## src/rtl/sector_seq_pkg.sv

```systemverilog
package sector_seq_pkg;
  typedef enum logic {
    OP_MAIN  = 1'b0,
    OP_SPARE = 1'b1
  } seq_op_e;

  typedef enum logic [2:0] {
    ST_IDLE   = 3'd0,
    ST_MAIN   = 3'd1,
    ST_SPARE0 = 3'd2,
    ST_SPARE1 = 3'd3,
    ST_DONE   = 3'd4
  } seq_state_e;
endpackage

```

## src/rtl/sector_seq_ctrl.sv

```systemverilog
module sector_seq_ctrl
  import sector_seq_pkg::*;
#(
  parameter int SECT_W = 3
) (
  input  logic              clk,
  input  logic              rst_n,
  input  logic              start_i,
  input  logic              large_i,
  input  logic [SECT_W-1:0] cnt_i,
  input  logic              wide_i,
  input  logic              ready_i,
  output logic              valid_o,
  output logic              is_main_o,
  output logic              grp_o,
  output logic [SECT_W-1:0] sect_o,
  output logic              large_q_o,
  output logic              wide_q_o,
  output logic              done_o
);
  seq_state_e        state_q, state_d;
  logic [SECT_W-1:0] sect_q, sect_d;
  logic [SECT_W-1:0] last_q;
  logic              large_q, wide_q;
  logic              cfg_en, fire;

  assign cfg_en = (state_q == ST_IDLE) && start_i;
  assign fire   = valid_o && ready_i;

  always_comb begin
    state_d = state_q;
    sect_d  = sect_q;
    case (state_q)
      ST_IDLE: if (start_i) begin
        state_d = ST_MAIN;
        sect_d  = '0;
      end
      ST_MAIN: if (fire) state_d = ST_SPARE0;
      ST_SPARE0: if (fire) begin
        if (!large_q)            state_d = ST_SPARE1;
        else if (sect_q == last_q) state_d = ST_DONE;
        else begin
          state_d = ST_MAIN;
          sect_d  = sect_q + SECT_W'(1);
        end
      end
      ST_SPARE1: if (fire) state_d = ST_DONE;
      ST_DONE:   state_d = ST_IDLE;
      default:   state_d = ST_IDLE;
    endcase
  end

  always_ff @(posedge clk or negedge rst_n) begin
    if (!rst_n) begin
      state_q <= ST_IDLE;
      sect_q  <= '0;
    end else begin
      state_q <= state_d;
      sect_q  <= sect_d;
    end
  end

  always_ff @(posedge clk or negedge rst_n) begin
    if (!rst_n) begin
      large_q <= 1'b0;
      wide_q  <= 1'b0;
      last_q  <= '0;
    end else if (cfg_en) begin
      large_q <= large_i;
      wide_q  <= wide_i;
      last_q  <= large_i ? cnt_i : '0;
    end
  end

  assign valid_o   = (state_q == ST_MAIN) || (state_q == ST_SPARE0) ||
                     (state_q == ST_SPARE1);
  assign is_main_o = (state_q == ST_MAIN);
  assign grp_o     = (state_q == ST_SPARE1);
  assign sect_o    = sect_q;
  assign large_q_o = large_q;
  assign wide_q_o  = wide_q;
  assign done_o    = (state_q == ST_DONE);
endmodule

```

## src/rtl/sector_seq_layout.sv

```systemverilog
module sector_seq_layout #(
  parameter int SECT_W       = 3,
  parameter int COL_W        = 13,
  parameter int LEN_W        = 10,
  parameter int SECTOR_BYTES = 512,
  parameter int ECC_BYTES    = 13,
  parameter int GROUP_BASE   = 2,
  parameter int GROUP_STRIDE = 16,
  parameter int SP_HEAD      = 4,
  parameter int MARK_BYTES   = 2
) (
  input  logic              is_main_i,
  input  logic              large_i,
  input  logic              grp_i,
  input  logic              wide_i,
  input  logic [SECT_W-1:0] sect_i,
  output logic [COL_W-1:0]  col_o,
  output logic [LEN_W-1:0]  len_o
);
  localparam int SECT_SH = $clog2(SECTOR_BYTES);
  localparam int SP_TAIL = ECC_BYTES - SP_HEAD;
  localparam int SP_OFF2 = SP_HEAD + MARK_BYTES;

  logic [LEN_W-1:0] raw_len;

  always_comb begin
    if (is_main_i) begin
      col_o   = COL_W'(sect_i) << SECT_SH;
      raw_len = LEN_W'(SECTOR_BYTES);
    end else if (large_i) begin
      col_o   = COL_W'(GROUP_BASE) + COL_W'(GROUP_STRIDE) * COL_W'(sect_i);
      raw_len = LEN_W'(ECC_BYTES);
    end else if (!grp_i) begin
      col_o   = '0;
      raw_len = LEN_W'(SP_HEAD);
    end else begin
      col_o   = COL_W'(SP_OFF2);
      raw_len = LEN_W'(SP_TAIL);
    end
    len_o = raw_len + LEN_W'(wide_i & raw_len[0]);
  end
endmodule

```

## src/rtl/sector_read_seq.sv

```systemverilog
module sector_read_seq #(
  parameter int MAX_SECT     = 8,
  parameter int SECTOR_BYTES = 512,
  parameter int ECC_BYTES    = 13,
  parameter int SECT_W       = $clog2(MAX_SECT),
  parameter int COL_W        = $clog2(MAX_SECT * SECTOR_BYTES) + 1,
  parameter int LEN_W        = $clog2(SECTOR_BYTES) + 1
) (
  input  logic              clk,
  input  logic              rst_n,
  input  logic              start_i,
  input  logic              large_page_i,
  input  logic [SECT_W-1:0] sect_cnt_i,
  input  logic              wide_bus_i,
  output logic              cmd_valid_o,
  input  logic              cmd_ready_i,
  output logic              cmd_op_o,
  output logic [COL_W-1:0]  cmd_col_o,
  output logic [LEN_W-1:0]  cmd_len_o,
  output logic              done_o
);
  logic              rst_meta, rst_sync;
  logic              is_main, grp, cfg_large, cfg_wide;
  logic [SECT_W-1:0] sect;

  always_ff @(posedge clk or negedge rst_n) begin
    if (!rst_n) begin
      rst_meta <= 1'b0;
      rst_sync <= 1'b0;
    end else begin
      rst_meta <= 1'b1;
      rst_sync <= rst_meta;
    end
  end

  sector_seq_ctrl #(.SECT_W(SECT_W)) u_ctrl (
    .clk(clk), .rst_n(rst_sync), .start_i(start_i), .large_i(large_page_i),
    .cnt_i(sect_cnt_i), .wide_i(wide_bus_i), .ready_i(cmd_ready_i),
    .valid_o(cmd_valid_o), .is_main_o(is_main), .grp_o(grp), .sect_o(sect),
    .large_q_o(cfg_large), .wide_q_o(cfg_wide), .done_o(done_o)
  );

  sector_seq_layout #(
    .SECT_W(SECT_W), .COL_W(COL_W), .LEN_W(LEN_W),
    .SECTOR_BYTES(SECTOR_BYTES), .ECC_BYTES(ECC_BYTES)
  ) u_layout (
    .is_main_i(is_main), .large_i(cfg_large), .grp_i(grp), .wide_i(cfg_wide),
    .sect_i(sect), .col_o(cmd_col_o), .len_o(cmd_len_o)
  );

  assign cmd_op_o = ~is_main;
endmodule

```

## config.mk

```make
export PLATFORM = sky130hd
export DESIGN_NAME = sector_read_seq
export DESIGN_NICKNAME = d
export VERILOG_FILES = /design/src/rtl/sector_seq_pkg.sv /design/src/rtl/sector_seq_ctrl.sv /design/src/rtl/sector_seq_layout.sv /design/src/rtl/sector_read_seq.sv
export SDC_FILE = /design/constraint.sdc
export NUM_CORES = 1
export LEC_CHECK = 0
export ABC_AREA = 1
export BUFFER_PORTS_ARGS = -buffer_cell sky130_fd_sc_hd__buf_2
export CAP_MARGIN = 20
export CORE_MARGIN = 5
export CORE_UTILIZATION = 45
export CTS_BUF_LIST = sky130_fd_sc_hd__clkbuf_8
export CTS_CLUSTER_SIZE = 30
export DETAILED_ROUTE_END_ITERATION = 8
export PLACE_DENSITY = 0.85
export REMOVE_ABC_BUFFERS = 1
export SKIP_LAST_GASP = 1
export SLEW_MARGIN = 10
export SYNTH_ARGS = -nofsm -noshare
export SYNTH_HDL_FRONTEND = slang
export SYNTH_HIERARCHICAL = 1
export SYNTH_SLANG_ARGS = --single-unit
export TNS_END_PERCENT = 30
```

## constraint.sdc

```tcl
create_clock -name clk -period 1.1 [get_ports clk]
set_input_delay 0.11 -clock clk [delete_from_list [all_inputs] [get_ports clk]]
set_output_delay 0.11 -clock clk [all_outputs]
set_load 0.03 [all_outputs]
```

==> impl_metrics.py <==
metrics = {
    "grt": {
        "gr-usage-all-layers_pct": 14.66,
        "global_route.peak_usage_layer": "met2",
        "grt_pass1_vias": 908,
        "grtUsageMet1_pct": 15.97,
        "grt_antenna_before_repair": 0,
        "wire_length_of_the_first_global_routing_pass_mm": 3.719,
        "grt_overflow_total": 0,
        "grt_max_degree": 14,
        "grt.met2_usage_pct": 25.84,
        "global_route.usage.met3_pct": 4.895,
    },
    "sta": {
        "fin_worst_skew_ns": 0.001146,
        "timing.setup.tns_ns": -6.128,
        "fin_crit_sh_pct": 129.4,
        "finalHoldWorstSlack_ns": 0.07340,
        "final_critical_path_setup_slack_ns": -0.3235,
        "grt_setup_unrepaired": "yes",
        "timing.final.crit_period_ns": 1.424,
        "timing.fmax_ghz": 0.7025,
        "timing.final.max_slew_violations": 0,
        "timing_hold_violations_final": 0,
        "setup_viol": 27,
    },
    "critical_path": {
        "timing.setup.critical_path_class": "flop to output pin",
        "r2r_end": "u_ctrl/sect_o[2]$_DFFE_PN0P_",
        "timing.critical_path.arrival_ns": 1.31,
        "worst-path-max-fanout": 13,
        "path_cells": "nand3_2, clkinv_4, nor3_2, buf_4",
        "critical-path-max-stage-delay_ns": 0.46,
        "critPathSlowestCell": "sky130_fd_sc_hd__dfrtp_2",
        "critPathRequiredTime_ns": 0.99,
        "crit-reg2reg-launch": "u_ctrl/state_q[2]$_DFFE_PN0P_",
        "setup.worst_path.end_class": "output pin",
        "reg2regPathDepth": 6,
        "start_kind": "flop",
        "r2r_setup_slack_ns": -0.20,
    },
    "hold_path": {
        "hold_start": "wide_bus_i",
        "hold_path_class": "primary input to flop",
        "whs_path_depth": 3,
        "hold-path-endpoint": "u_ctrl/wide_q_o$_DFFE_PN0P_",
    },
    "outcome": {
        "failed_checks": "negative setup slack",
        "outcome": "complete, but fails checks",
    },
    "synthesis": {
        "average_cell_area_after_synthesis_um2": 7.204,
        "asyncSetResetFlopFracSynth_pct": 100.0,
        "top_cells_by_area_synth": "sky130_fd_sc_hd__dfrtp_1 (35%), sky130_fd_sc_hd__nand2_1 (12%), sky130_fd_sc_hd__buf_4 (9.8%)",
        "synth_top_area_share_pct": 35.28,
        "cell_with_the_most_instances_after_synthesis": "sky130_fd_sc_hd__nand2_1",
        "synth_edf_count": 0,
        "ys_seq_elements": 13,
        "synth_cell_types": 24,
        "synth_cell_area_um2": 922.1,
        "yosys_most_used_dff": "sky130_fd_sc_hd__dfrtp_1",
        "yosysTopAreaCell": "sky130_fd_sc_hd__dfrtp_1",
        "netlist_top_cells_count": "sky130_fd_sc_hd__nand2_1 (29), sky130_fd_sc_hd__inv_1 (19), sky130_fd_sc_hd__nor2_1 (14), sky130_fd_sc_hd__dfrtp_1 (13), sky130_fd_sc_hd__buf_4 (12)",
        "netlist_instances": 128,
        "yosys_warnings": 6,
        "ys_seq_area_share_pct": 35.28,
    },
    "clock_network": {
        "cts_buffer_depth": 2,
        "clock-root-buffer": "sky130_fd_sc_hd__clkbuf_8",
        "cts_max_level": 1,
        "clkSlewWorstSetupHoldPaths_ns": 0.05,
        "clock_latency_ns": 0.24,
        "cts_tree": "built",
        "clock_sink_count": 13,
        "numCtsBuffers": 3,
    },
    "detailed_routing": {
        "wirelength_mm": 2.212,
        "viasPerCell": 4.655,
        "wire_per_inst_um": 11.23,
        "drt_pre_antenna_iters": 4,
        "num_vias": 917,
        "drt_iter0_drc": 25,
        "antenna_violating_nets_left": 0,
        "drt_drc": 0,
    },
    "floorplanning": {
        "core_area_um2": 1962,
        "initial_core_util_pct": 47.00,
        "num_rows": 16,
        "top_level_i_o_count": 35,
        "floorplan.die_area_um2": 3054,
        "die_width_um": 55.27,
        "die_height_um": 55.27,
    },
    "finish": {
        "post_route_cells_drive_above_1_share_pct": 41.76,
        "total_nets_final": 181,
        "area_growth_pct": 35.69,
        "antennaDiodeCount": 0,
        "final_core_util_pct": 63.78,
    },
    "pwr": {
        "clock_power_share_pct": 10.5,
        "report.power.total_mw": 3.947,
        "p_leak_nw": 0.7032,
        "peakVddDrop_v": 0.001902,
        "intPower_mw": 1.921,
        "power.density_nw_per_um2": 3155,
        "power_frac_seq_pct": 20.6,
        "combPwrFrac_pct": 69.0,
        "power.switching_fraction_pct": 51.33,
        "netSwitchingPower_mw": 2.026,
    },
    "placement": {
        "hpwl_after_detailed_placement_mm": 1.723,
        "port_buffers": 24,
        "routabilityCongestion": 0.9370,
        "place_worst_setup_slack_ns": -0.2549,
    },
    "flow_run": {
        "maximum_capacitance_violations": 0,
    },
}
==> logic make-up after synthesis <==
kind of cell,after synthesis,synth area share (%)
compound gates,10,6.513
xor+xnor,2,1.900
fa+ha+maj,1,1.357
buf+inv,36,20.35
flops,13,35.28
other cells,2,0.8144
simple gates,64,33.78
==> flip-flops by register name, indices dropped and copies added, names as in the netlist <==
name	flops
u_ctrl/large_q_o	1
rst_meta	1
rst_sync	1
u_ctrl/wide_q_o	1
u_ctrl/state_q	3
u_ctrl/last_q	3
u_ctrl/sect_o	3
==> through the flow <==
| stage | cells | instance area [um2] |
|---|---|---|
| 2_1_floorplan | 124 | 854.6 |
| 3_3_place_gp | 187 | 1099 |
| 3_5_place_dp | 187 | 1099 |
| 4_1_cts | 195 | 1220 |
| 5_1_grt | 197 | 1251 |
| 6_report | 197 | 1251 |
==> power by group through the flow <==
| stage | Sequential (mW) | Clock, mW | Combinational, mW |
|---|---|---|---|
| 3_3_place_gp | 0.802 | 0 | 2.22 |
| 3_5_place_dp | 0.821 | 0 | 2.32 |
| 6_report | 0.812 | 0.413 | 2.72 |
| 4_1_cts | 0.811 | 0.416 | 2.59 |
| 5_1_grt | 0.832 | 0.440 | 2.98 |
| 2_1_floorplan | 0.828 | 0 | 1.56 |
==> timing repair <==
item / 4_1_cts / 5_1_grt
pin swaps: 0 / 3
endpoints found under the setup margin: 27 / 27
hold buffers: 1 / 0
resized for setup: 17 / 9
setup buffers: 3 / 2
hold endpoints to repair: 2 / 0
==> worst max-delay path by stage <==
stage,start,end,depth (start not counted)
floorplan,u_ctrl/state_q[2]$_DFFE_PN0P_,cmd_col_o[1],4
global placement,u_ctrl/state_q[1]$_DFFE_PN0P_,cmd_col_o[11],6
detailed placement,u_ctrl/state_q[1]$_DFFE_PN0P_,cmd_col_o[9],6
CTS,u_ctrl/state_q[1]$_DFFE_PN0P_,cmd_col_o[9],6
global route,u_ctrl/state_q[2]$_DFFE_PN0P_,cmd_len_o[0],8
finish,u_ctrl/state_q[0]$_DFFE_PN0P_,cmd_len_o[1],4
==> critical path, delay by kind of cell, from the launching register on <==
family                 cells  cell delay, ns
flip-flops                 1            0.46
AND/OR/NAND/NOR            2            0.32
buffers and inverters      2            0.29
==> layout make-up <==
cell class / instances / area [um2]
inverter: 23 / 91.34
fill: 169 / 710.7
sequential: 13 / 326.6
clock buffer: 3 / 41.29
multi-input combinational: 88 / 470.5
tap: 27 / 33.78
timing repair buffer: 42 / 284.0
clock inverter: 1 / 3.754
==> layout by cell type (no fill, tap or decap), drive strengths merged, types with 6 or more instances in the layout <==
cell type  count
buf           40
nand3          7
nand2         31
nor2          18
o21ai          6
dfrtp         13
inv           23
conb          11
==> per-layer routing <==
metal | vias up | wire length [um] | share of wire [%]
met2 | 47 | 1074 | 49
met5 | - | 0 | 0
met3 | 7 | 186 | 8.4
li1 | 452 | - | -
met1 | 411 | 900 | 41
met4 | 0 | 51 | 2.3
Note: power is estimated with default switching activity, not from simulation.
